===== config.mk =====
export PLATFORM = sky130hd
export DESIGN_NAME = snoop_wguard
export DESIGN_NICKNAME = d
export VERILOG_FILES = /design/src/rtl/sw_pkg.sv /design/src/rtl/sw_range_cmp.sv /design/src/rtl/sw_nonce_gen.sv /design/src/rtl/sw_auth_window.sv /design/src/rtl/snoop_wguard.sv
export SDC_FILE = /design/constraint.sdc
export NUM_CORES = 1
export LEC_CHECK = 0
export ABC_CLOCK_PERIOD_IN_PS = 15300
export BUFFER_PORTS_ARGS = -buffer_cell sky130_fd_sc_hd__buf_4
export CORE_MARGIN = 1.5
export CORE_UTILIZATION = 40
export CTS_BUF_LIST = sky130_fd_sc_hd__clkbuf_16
export CTS_CLUSTER_SIZE = 24
export DETAILED_ROUTE_END_ITERATION = 12
export MAX_ROUTING_LAYER = met4
export SETUP_SLACK_MARGIN = 0.4
export SLEW_MARGIN = 25
export SYNTH_ARGS = -nofsm -noshare
export SYNTH_HDL_FRONTEND = slang
export SYNTH_SLANG_ARGS = --single-unit

===== constraint.sdc =====
create_clock -name clk -period 15.3 [get_ports clk]
set_clock_uncertainty 0.2 [all_clocks]
set_input_delay 4.59 -clock clk [delete_from_list [all_inputs] [get_ports clk]]
set_output_delay 4.59 -clock clk [all_outputs]
set_load 0.005 [all_outputs]

===== src/rtl/sw_pkg.sv =====
package sw_pkg;

   // Register word indices; boot windows start at SW_BOOT0 and use two words each.
   localparam int unsigned SW_CTRL   = 0;
   localparam int unsigned SW_NONCE  = 1;
   localparam int unsigned SW_REPORT = 2;
   localparam int unsigned SW_DYN_LO = 3;
   localparam int unsigned SW_DYN_HI = 4;
   localparam int unsigned SW_BOOT0  = 8;

   // Control word bit positions.
   localparam int unsigned SW_B_LOCK = 0;
   localparam int unsigned SW_B_VIOL = 1;
   localparam int unsigned SW_B_FAKE = 2;

   typedef enum logic {
      RPT_NONCE = 1'b0,
      RPT_ADDR  = 1'b1
   } rpt_phase_e;

endpackage


===== src/rtl/sw_range_cmp.sv =====
module sw_range_cmp #(
   parameter int unsigned ADDR_W = 32
) (
   input  logic [ADDR_W-1:0] base,
   input  logic [ADDR_W-1:0] bound,
   input  logic [ADDR_W-1:0] addr,
   output logic              hit
);
   logic enabled;
   logic above_base;
   logic below_bound;

   always_comb begin
      enabled     = (base != bound);
      above_base  = (addr >= base);
      below_bound = (addr < bound);
      hit         = enabled && above_base && below_bound;
   end
endmodule


===== src/rtl/sw_nonce_gen.sv =====
module sw_nonce_gen #(
   parameter int unsigned NONCE_W = 16
) (
   input  logic               clk,
   input  logic               rst_n,
   input  logic               consume,
   output logic [NONCE_W-1:0] nonce
);
   localparam logic [NONCE_W-1:0] SEED = NONCE_W'(1);

   logic [NONCE_W-1:0] taps;
   logic [NONCE_W-1:0] lfsr_q;
   logic [NONCE_W-1:0] lfsr_d;
   logic [NONCE_W-1:0] nonce_q;

   generate
      if (NONCE_W == 16) begin : g_taps16
         assign taps = NONCE_W'(32'h0000_B400);
      end else if (NONCE_W == 32) begin : g_taps32
         assign taps = NONCE_W'(32'h8020_0003);
      end else begin : g_taps_bad
         $error("sw_nonce_gen: NONCE_W must be 16 or 32");
         assign taps = '0;
      end
   endgenerate

   always_comb begin
      lfsr_d = lfsr_q >> 1;
      if (lfsr_q[0]) lfsr_d = lfsr_d ^ taps;
   end

   always_ff @(posedge clk) begin
      if (!rst_n) begin
         lfsr_q  <= SEED;
         nonce_q <= '0;
      end else begin
         lfsr_q <= lfsr_d;
         if (consume) begin
            nonce_q <= '0;
         end else if (nonce_q == '0) begin
            nonce_q <= lfsr_q;
         end
      end
   end

   assign nonce = nonce_q;
endmodule


===== src/rtl/sw_auth_window.sv =====
module sw_auth_window #(
   parameter int unsigned        ADDR_W     = 32,
   parameter logic [ADDR_W-1:0]  ENTRY_ADDR = '0,
   parameter logic [ADDR_W-1:0]  EXIT_ADDR  = '1
) (
   input  logic              clk,
   input  logic              rst_n,
   input  logic              br_valid,
   input  logic [ADDR_W-1:0] br_target,
   output logic              open
);
   logic open_q;

   always_ff @(posedge clk) begin
      if (!rst_n) begin
         open_q <= 1'b0;
      end else if (br_valid) begin
         if (br_target == ENTRY_ADDR) begin
            open_q <= 1'b1;
         end else if (br_target == EXIT_ADDR) begin
            open_q <= 1'b0;
         end
      end
   end

   assign open = open_q;
endmodule


===== src/rtl/snoop_wguard.sv =====
module snoop_wguard #(
   parameter int unsigned       ADDR_W     = 32,
   parameter int unsigned       REG_AW     = 5,
   parameter int unsigned       N_BOOT     = 2,
   parameter int unsigned       NONCE_W    = 16,
   parameter int unsigned       DYN_SPAN   = 32'h0000_1000,
   parameter logic [ADDR_W-1:0] ENTRY_ADDR = 32'hC000_8000,
   parameter logic [ADDR_W-1:0] EXIT_ADDR  = 32'hC000_8040
) (
   input  logic              clk,
   input  logic              rst_n,
   input  logic              snp_valid,
   input  logic              snp_write,
   input  logic [ADDR_W-1:0] snp_addr,
   input  logic              reg_wr,
   input  logic [REG_AW-1:0] reg_addr,
   input  logic [ADDR_W-1:0] reg_wdata,
   output logic [ADDR_W-1:0] reg_rdata,
   input  logic              br_valid,
   input  logic [ADDR_W-1:0] br_target,
   output logic              irq
);
   import sw_pkg::*;

   localparam int unsigned N_RNG  = N_BOOT + 1;
   localparam int unsigned DYN_IX = N_BOOT;
   localparam int unsigned TOP_WD = SW_BOOT0 + 2 * N_BOOT;

   generate
      if (N_BOOT < 1) begin : g_chk_boot
         $error("snoop_wguard: N_BOOT must be at least 1");
      end
      if (TOP_WD > (1 << REG_AW)) begin : g_chk_aw
         $error("snoop_wguard: REG_AW too narrow for the boot windows");
      end
      if (NONCE_W > ADDR_W) begin : g_chk_nw
         $error("snoop_wguard: NONCE_W must not exceed ADDR_W");
      end
   endgenerate

   // Configuration and status state.
   logic              locked_q;
   logic              viol_q;
   logic              fake_q;
   logic [ADDR_W-1:0] boot_base_q  [N_BOOT];
   logic [ADDR_W-1:0] boot_bound_q [N_BOOT];
   logic [ADDR_W-1:0] dyn_base_q;
   logic [ADDR_W-1:0] dyn_bound_q;
   logic [2*N_BOOT*ADDR_W-1:0] boot_flat;

   // Report exchange.
   rpt_phase_e        phase_q;
   logic              rpt_ok_q;
   logic              rpt_wr;
   logic              rpt_commit;
   logic              rpt_accept;
   logic              nonce_match;
   logic [NONCE_W-1:0] nonce;
   logic              win_open;

   // Range comparison.
   logic [ADDR_W-1:0] rng_base  [N_RNG];
   logic [ADDR_W-1:0] rng_bound [N_RNG];
   logic [N_RNG-1:0]  rng_hit;
   logic              hit_any;
   logic              wr_hit;

   sw_auth_window #(
      .ADDR_W    (ADDR_W),
      .ENTRY_ADDR(ENTRY_ADDR),
      .EXIT_ADDR (EXIT_ADDR)
   ) u_window (
      .clk      (clk),
      .rst_n    (rst_n),
      .br_valid (br_valid),
      .br_target(br_target),
      .open     (win_open)
   );

   sw_nonce_gen #(
      .NONCE_W(NONCE_W)
   ) u_nonce (
      .clk    (clk),
      .rst_n  (rst_n),
      .consume(rpt_commit),
      .nonce  (nonce)
   );

   genvar gi;
   generate
      for (gi = 0; gi < N_BOOT; gi++) begin : g_boot
         assign rng_base[gi]  = boot_base_q[gi];
         assign rng_bound[gi] = boot_bound_q[gi];
         assign boot_flat[(2*gi)*ADDR_W   +: ADDR_W] = boot_base_q[gi];
         assign boot_flat[(2*gi+1)*ADDR_W +: ADDR_W] = boot_bound_q[gi];
      end
      assign rng_base[DYN_IX]  = dyn_base_q;
      assign rng_bound[DYN_IX] = dyn_bound_q;

      for (gi = 0; gi < N_RNG; gi++) begin : g_cmp
         sw_range_cmp #(
            .ADDR_W(ADDR_W)
         ) u_cmp (
            .base (rng_base[gi]),
            .bound(rng_bound[gi]),
            .addr (snp_addr),
            .hit  (rng_hit[gi])
         );
      end
   endgenerate

   always_comb begin
      hit_any     = |rng_hit;
      wr_hit      = snp_valid && snp_write && hit_any;
      rpt_wr      = reg_wr && (reg_addr == REG_AW'(SW_REPORT));
      rpt_commit  = rpt_wr && (phase_q == RPT_ADDR);
      rpt_accept  = rpt_commit && rpt_ok_q && win_open;
      nonce_match = (reg_wdata == ADDR_W'(nonce)) && (nonce != '0);
   end

   // Configuration writes, blocked once locked.
   always_ff @(posedge clk) begin
      if (!rst_n) begin
         locked_q <= 1'b0;
         for (int i = 0; i < N_BOOT; i++) begin
            boot_base_q[i]  <= '0;
            boot_bound_q[i] <= '0;
         end
      end else if (reg_wr && !locked_q) begin
         if ((reg_addr == REG_AW'(SW_CTRL)) && reg_wdata[SW_B_LOCK]) begin
            locked_q <= 1'b1;
         end
         for (int i = 0; i < N_BOOT; i++) begin
            if (reg_addr == REG_AW'(SW_BOOT0 + 2 * i)) begin
               boot_base_q[i] <= reg_wdata;
            end
            if (reg_addr == REG_AW'(SW_BOOT0 + 2 * i + 1)) begin
               boot_bound_q[i] <= reg_wdata;
            end
         end
      end
   end

   // Report exchange: nonce write, then address write.
   always_ff @(posedge clk) begin
      if (!rst_n) begin
         phase_q     <= RPT_NONCE;
         rpt_ok_q    <= 1'b0;
         dyn_base_q  <= '0;
         dyn_bound_q <= '0;
      end else if (rpt_wr) begin
         if (phase_q == RPT_NONCE) begin
            rpt_ok_q <= nonce_match && win_open;
            phase_q  <= RPT_ADDR;
         end else begin
            rpt_ok_q <= 1'b0;
            phase_q  <= RPT_NONCE;
            if (rpt_accept) begin
               dyn_base_q  <= reg_wdata;
               dyn_bound_q <= reg_wdata + ADDR_W'(DYN_SPAN);
            end
         end
      end
   end

   // Sticky status.
   always_ff @(posedge clk) begin
      if (!rst_n) begin
         viol_q <= 1'b0;
         fake_q <= 1'b0;
      end else begin
         if (wr_hit) viol_q <= 1'b1;
         if (rpt_commit && !rpt_accept) fake_q <= 1'b1;
      end
   end

   assign irq = viol_q | fake_q;

   // Read mux.
   always_comb begin
      reg_rdata = '0;
      if (reg_addr == REG_AW'(SW_CTRL)) begin
         reg_rdata[SW_B_LOCK] = locked_q;
         reg_rdata[SW_B_VIOL] = viol_q;
         reg_rdata[SW_B_FAKE] = fake_q;
      end else if (reg_addr == REG_AW'(SW_NONCE)) begin
         reg_rdata = ADDR_W'(nonce);
      end else if (reg_addr == REG_AW'(SW_DYN_LO)) begin
         reg_rdata = dyn_base_q;
      end else if (reg_addr == REG_AW'(SW_DYN_HI)) begin
         reg_rdata = dyn_bound_q;
      end
      for (int i = 0; i < N_BOOT; i++) begin
         if (reg_addr == REG_AW'(SW_BOOT0 + 2 * i))     reg_rdata = boot_base_q[i];
         if (reg_addr == REG_AW'(SW_BOOT0 + 2 * i + 1)) reg_rdata = boot_bound_q[i];
      end
   end
endmodule


==> run metrics, run 1 <==
outcome complete, no violations; Die Height 195 um; Worst Hold Depth 1; share of cells above drive strength 1 12.3%; Synth async-reset ratio 0%; pins over their slew limit 0; synthesized flop and latch total 218; Row Count 70; Worst EP required 10,510 ps; total grt overflow 0; post-CTS setup buffers 0; post-synth top area share 26.2%; Crit. path cell count 8; Max IR drop VDD 0.0819 mV; max cap viols 0; H-tree levels 1; Syn Inst Count 1,588; Clock Sink Count 218; leakage power 7.05 nW; Area contributors post-synth edfxtp_1 (26%), ha_1 (15%), dfxtp_1 (12%); Synth Area in Compound Gates 14.4%; core area 36,300 um2; drt drc 0; Hold Crit Start u_nonce.lfsr_q[1]; register area share after synthesis 38.4%; routed wire length 53.0 mm; Adder-Cell Fraction of Synth Area 15.2%; design area 17,000 um2; area grow syn2layout 15.4%; Pwr per Cell Area 85.1 nW/um2; setup ws final 3510 ps; Longest Clk Path Bufs 3; largest net degree at the start of global routing 56; RSZ-0062 raised after global routing false; Distinct cells, synth 70; CTS tree yes; final setup fails 0; Multi-input gate area 8160 um2; Post-Syn Area 14,700 um2; routed len/inst 24.1 um; antenna-violating nets left 0; die area 37,900 um2; CP Launch Point reg_addr[4]; Crit path arrival time 7000 ps; Pre-antenna DRT Iters 6; Starting Density 40.4%; simple-gate share of the synthesized area 16.4%; fin nets 1,993; Setup TNS Final 0 ps; Place WS 3620 ps; Reg clk slew, reported paths 60 ps; number of synthesized flops with an enable pin 128; Avg Cell Area, Syn 9.25 um2; Synth Flop Type edfxtp_1; initial antenna violation count 3; HP Class reg -> reg; gr usage total 28.5%; Hold EP u_nonce.lfsr_q[0]; clock latency on the worst-skew pair 550 ps; DR iter-0 viols 1,191; worst slew pin tran 1090 ps; Final Core Density 46.7%; Hold WS 245 ps; RR Endpoint viol_q; Post-CTS Hold Buffers 0; number of top-level pins 140; CTS-repair resized insts 0; FF-to-FF path depth 7; Syn Nets 1,874; flop-to-flop setup slack 12,230 ps; Synth Area in XOR/XNOR 7.27%; largest family of logic cells by synthesized area simple AND/OR/NAND/NOR gates; vias per cell 5.71; CP Max Fanout 16; Synth area leader edfxtp_1; dpl cell area 16,200 um2; Port Buffers 139; total CTS buffers 25; Worst path max stage delay 780 ps; synth cell count leaders inv_1 (180), ha_1 (179), nand2_1 (140), a21oi_1 (128), edfxtp_1 (128); most frequent cell after synthesis inv_1; number of global-route vias before repair 12,400; Hold Vio Cnt, Final 0; routed via count 12,500; fmax 84.8 MHz; RR Startpoint boot_bound_q[0][1]; Routability Congestion 0.952; CP Capture Type output port; crit share post-route 77.1%; detailed placement HPWL 40.9 mm; crit path cell chain buf_4 > nor4_2 > and2_1 > a22oi_1 > o2111ai_1 > o21ai_0 > o21ai_0 > buf_4; Ys Warns 0; CTS root buf clkbuf_16; Crit Path Category in -> out; Max-Slew Margin vs Limit 27.1%; Worst Path Buf+Inv 2; slowest cell on the critical path and2_1; delay-heaviest family, CP simple AND/OR/NAND/NOR gates; fin crit period 11,790 ps; CP Launch Type input port; fillers 3,444; chip width 195 um; Register Area 5650 um2; post-synthesis mux area share 1.64%; first-pass GRT wire length 77.7 mm
[per-stage QoR]
step                power, mW  cells
finish                   1.44   2195
global route             1.49   2195
CTS                      1.44   2194
detailed placement      0.902   2148
global placement        0.898   2146
floorplan               0.792   1588
[layout by cell type, fill, tap and decap left out, types with 18 or more instances in the layout]
cell / instances
dfxtp_1: 90
inv_1: 185
nand2_1: 140
clkbuf_16: 25
a21o_1: 23
a31oi_1: 18
a21oi_1: 128
xnor2_1: 58
buf_4: 150
o221ai_1: 22
xor2_1: 64
edfxtp_1: 128
mux2i_1: 23
nor2_1: 91
a211oi_1: 24
nor4_1: 34
nand4_1: 43
o21ai_0: 44
and2_1: 77
nand3_1: 23
ha_1: 179
[how the worst max path moves through the flow]
stage                          to  slack [ps]
finish              reg_rdata[13]        3510
global route        reg_rdata[13]        3450
CTS                 reg_rdata[17]        3600
detailed placement  reg_rdata[17]        3620
global placement    reg_rdata[13]        3740
floorplan           reg_rdata[21]        4590
[cells by family (layout without fill, tap and decap cells)]
family / after synthesis / after routing
mux: 24 / 24
buf+inv: 241 / 379
other cells: 0 / 1
flops: 218 / 218
xor+xnor: 122 / 122
fa+ha+maj: 179 / 179
compound gates: 333 / 333
simple gates: 471 / 471
[area by class of cell]
class / count / share of cell area [%]
timing repair buffer: 152 / 6.82
clock buffer: 25 / 3.69
multi-input combinational: 1129 / 48.1
antenna: 1 / 0.0148
clock inverter: 21 / 0.598
tap: 468 / 3.45
inverter: 181 / 4.01
sequential: 218 / 33.3
[worst reg2reg max path: cells and delay by family, from the launching register on]
| family | cells | cell delay (ps) |
|---|---|---|
| AND/OR/NAND/NOR | 3 | 1120 |
| AO/OA/AOI/OAI | 3 | 610 |
| XOR/XNOR | 1 | 550 |
| flip-flops | 1 | 470 |
[power by group]
group	internal, mW	switching (mW)
Sequential	0.641	0.0260
Clock	0.297	0.252
Combinational	0.0878	0.140
Total	1.03	0.419
[flip-flops by register name, indices dropped and copies added (netlist names)]
| signal | count |
|---|---|
| locked_q | 1 |
| boot_bound_q | 64 |
| u_nonce.lfsr_q | 16 |
| boot_base_q | 64 |
| u_nonce.nonce | 16 |
| rpt_ok_q | 1 |
| fake_q | 1 |
| dyn_base_q | 32 |
| dyn_bound_q | 20 |
| phase_q | 1 |
| viol_q | 1 |
| u_window.open | 1 |
[metal layers]
metal / wire length (um) / up-vias / track usage (%)
met1: 23500 / 6004 / 38.1
met5: 0 / - / -
li1: - / 5919 / -
met4: 2150 / 0 / 11.4
met3: 4340 / 105 / 5.38
met2: 23000 / 506 / 42.3
No activity file was read; power rests on OpenSTA's default activity.
==> run 2: changes to the inputs <==
--- a/config.mk
+++ b/config.mk
@@ -5,7 +5,8 @@
 export SDC_FILE = /design/constraint.sdc
 export NUM_CORES = 1
 export LEC_CHECK = 0
-export ABC_CLOCK_PERIOD_IN_PS = 15300
+export ABC_AREA = 1
+export ABC_CLOCK_PERIOD_IN_PS = 11100
 export BUFFER_PORTS_ARGS = -buffer_cell sky130_fd_sc_hd__buf_4
 export CORE_MARGIN = 1.5
 export CORE_UTILIZATION = 40
==> constraint.sdc (replaced) <==
create_clock -name clk -period 11.1 [get_ports clk]
set_clock_uncertainty 0.2 [all_clocks]
set_input_delay 3.33 -clock clk [delete_from_list [all_inputs] [get_ports clk]]
set_output_delay 3.33 -clock clk [all_outputs]
set_load 0.005 [all_outputs]
==> run 2 against run 1 <==
Total power up 45%; global-route usage is 1.4 points lower; sequential power is 39% higher; largest cell class unchanged; core utilization increased by 0.33 points.
==> run metrics, run 2 <==
outcome complete, no violations; slowest cell on the critical path nor2_2; routed wire length 50.6 mm (-4.5%); Row Count 70 (unchanged); vias per cell 5.40 (-5.4%); drt drc 0 (unchanged); register area share after synthesis 38.2% (-0.24 points); leakage power 7.79 nW (+10%); antenna-violating nets left 0 (unchanged); synth cell count leaders nand2_1 (409), inv_1 (302), a21oi_1 (185), nor2_1 (184), ha_1 (179); largest net degree at the start of global routing 92 (+64%); Clock Sink Count 218 (unchanged); Post-CTS Hold Buffers 0 (unchanged); Crit Path Category in -> out; detailed placement HPWL 39.8 mm (-2.8%); post-synth top area share 26.0% (-0.17 points); core area 36,500 um2 (+0.48%); placed insts 2,449 (+14%); CP Launch Type input port; Longest Clk Path Bufs 3 (unchanged); Worst path max stage delay 720 ps (-60 ps); commonest non-fill, non-tap cell in the layout nand2_1; CP Capture Type output port; Routability Congestion 0.986 (+3.6%); total CTS buffers 24 (-4.0%); initial antenna violation count 0 (-3); worst slew pin tran 975 ps (-116 ps); CP Max Fanout 20 (+4); routed len/inst 20.3 um (-16%); post-CTS setup buffers 0 (unchanged); crit share post-route 81.6%; DR iter-0 viols 1,226 (+2.9%); Pre-antenna DRT Iters 6 (unchanged); first-pass GRT wire length 76.2 mm (-1.9%); Ys Warns 0 (unchanged); Port Buffers 139 (unchanged); most frequent cell after synthesis nand2_1; crit path cell chain buf_4 > nor2_1 > nand2_1 > nor2_2 > buf_4 > nand2_1 > a41oi_1 > buf_4; final non-filler cell total 2,493 (+14%); fmax 110 MHz; number of synthesized flops with an enable pin 128 (unchanged); Distinct cells, synth 45 (-36%); Worst EP required 7570 ps (-2940 ps); routed via count 13,500 (+7.5%); Ant. Diodes 0 (-1); flop-to-flop setup slack 8490 ps (-3740 ps); CP Launch Point reg_addr[4]; max cap viols 0 (unchanged); RR Endpoint dyn_bound_q[29]; die area 38,100 um2 (+0.63%); Area contributors post-synth edfxtp_1 (26%), ha_1 (15%), dfxtp_1 (12%); Hold Vio Cnt, Final 0 (unchanged); Avg Cell Area, Syn 7.89 um2 (-15%); RR Startpoint phase_q; Max IR drop VDD 0.0975 mV (+19%); gr usage total 27.1% (-1.4 points); share of cells above drive strength 1 10.9% (-1.4 points); Pwr per Cell Area 122 nW/um2 (+43%); Synth Flop Type edfxtp_1; number of top-level pins 140 (unchanged); final setup fails 0 (unchanged); area grow syn2layout 16.0%; CTS root buf clkbuf_16; pins over their slew limit 0 (unchanged); CTS-repair resized insts 0 (unchanged); FF-to-FF path depth 8 (+1); Reg clk slew, reported paths 60 ps (about the same); Syn Inst Count 1,875 (+18%); fillers 3,598 (+4.5%); top flop regs boot_base_q x64, boot_bound_q x64, dyn_base_q x32; Synth async-reset ratio 0% (unchanged); H-tree levels 1 (unchanged); synthesized flop and latch total 218 (unchanged); RSZ-0062 raised after global routing false; Die Height 195 um (+0.31%); fin nets 2,293 (+15%); end of the critical path reg_rdata[1]; CTS tree yes; total grt overflow 0 (unchanged); commonest cells after routing, fill and taps aside nand2_1 (409), inv_1 (303), a21oi_1 (185); Synth area leader edfxtp_1; Post-Syn Area 14,800 um2 (+0.64%); clock latency on the worst-skew pair 520 ps (-30 ps); Syn Nets 2,161 (+15%); Setup TNS Final 0 ps (unchanged); chip width 195 um (+0.31%); Starting Density 40.5% (+0.063 points); number of global-route vias before repair 13,000 (+4.3%); Critical Path Most Common Cell buf_4; Max-Slew Margin vs Limit 35.0% (+7.9 points); Crit path arrival time 5530 ps (-1470 ps); HP Class reg -> reg; fin crit period 9060 ps
==> run 2: cell types whose count changed in the layout (fill, tap and decap cells not counted), sizes merged, moves of 16 or more <==
cell / change
nand2: +271
inv: +118
nor2: +99
and2: -78
a21oi: +56
xnor2: -47
o2111ai: +27
nor4: -25
mux2i: -23
a211oi: -19
a21o: -19
o221ai: -18
o21ai: +16
==> run 2: critical path: cells and delay by family <==
family                 cells  cell delay, ps
AOI/OAI and AO/OA          1             290
and+or+nand+nor            4            1170
buffers and inverters      3             710
==> run 2: layout make-up <==
type	count	area, um2	share of cell area [%]
multi-input combinational	1306	7840	45.7
inverter	306	1150	6.69
clock buffer	27	676	3.94
timing repair buffer	151	1130	6.61
clock inverter	17	128	0.744
tap	468	586	3.41
sequential	218	5650	32.9
==> run 2: cell families (layout without fill, tap and decap cells) <==
| logic type | count (synthesis) | in the layout | share of synthesized area (%) |
|---|---|---|---|
| AND/OR/NAND/NOR | 703 | 703 | 19.7 |
| XOR/XNOR | 74 | 74 | 4.38 |
| adder cells (fa/ha/maj) | 179 | 179 | 15.1 |
| AO/OA/AOI/OAI | 350 | 350 | 13.6 |
| buffers and inverters | 351 | 501 | 9.09 |
| flip-flops | 218 | 218 | 38.2 |
==> run 2: worst min path at each step <==
| stage | startpoint | to | slack (ps) | depth (start not counted) |
|---|---|---|---|---|
| 6_report | u_nonce.lfsr_q[2] | u_nonce.lfsr_q[1] | 230 | 2 |
| 5_1_grt | u_nonce.lfsr_q[10] | u_nonce.lfsr_q[9] | 250 | 2 |
| 4_1_cts | u_nonce.lfsr_q[2] | u_nonce.lfsr_q[1] | 230 | 2 |
| 3_5_place_dp | u_nonce.lfsr_q[2] | u_nonce.lfsr_q[1] | 220 | 2 |
| 3_3_place_gp | u_nonce.lfsr_q[4] | u_nonce.lfsr_q[3] | 220 | 2 |
| 2_1_floorplan | u_nonce.lfsr_q[12] | u_nonce.lfsr_q[11] | 210 | 2 |
==> run 2: metrics by stage <==
step                power (mW)  hold slack [ps]  cell area (um2)  util (%)  setup slack [ps]
CTS                       2.09              228            17200      47.0              1980
detailed placement        1.29              218            16400      44.8              2010
global placement          1.28              215            16300      44.8              2170
floorplan                 1.14              207            14800         -              3210
global route              2.18              249            17200      47.0              1910
finish                    2.09              225            17200      47.0              2040
==> run 2: where the power goes <==
part / internal (mW) / total, mW / switching [mW]
clock: 0.464 / 0.812 / 0.348
combinational: 0.129 / 0.352 / 0.224
sequential: 0.892 / 0.927 / 0.0343
==> run 2: metal layers <==
metal / vias up / global-route usage [%] / share of wire [%] / routed length (um)
met5: - / - / 0 / 0
met1: 6325 / 37.9 / 46 / 23400
met3: 73 / 3.51 / 7.6 / 3840
met2: 554 / 41.8 / 44 / 22300
li1: 6519 / - / - / -
met4: 0 / 6.20 / 2.2 / 1100
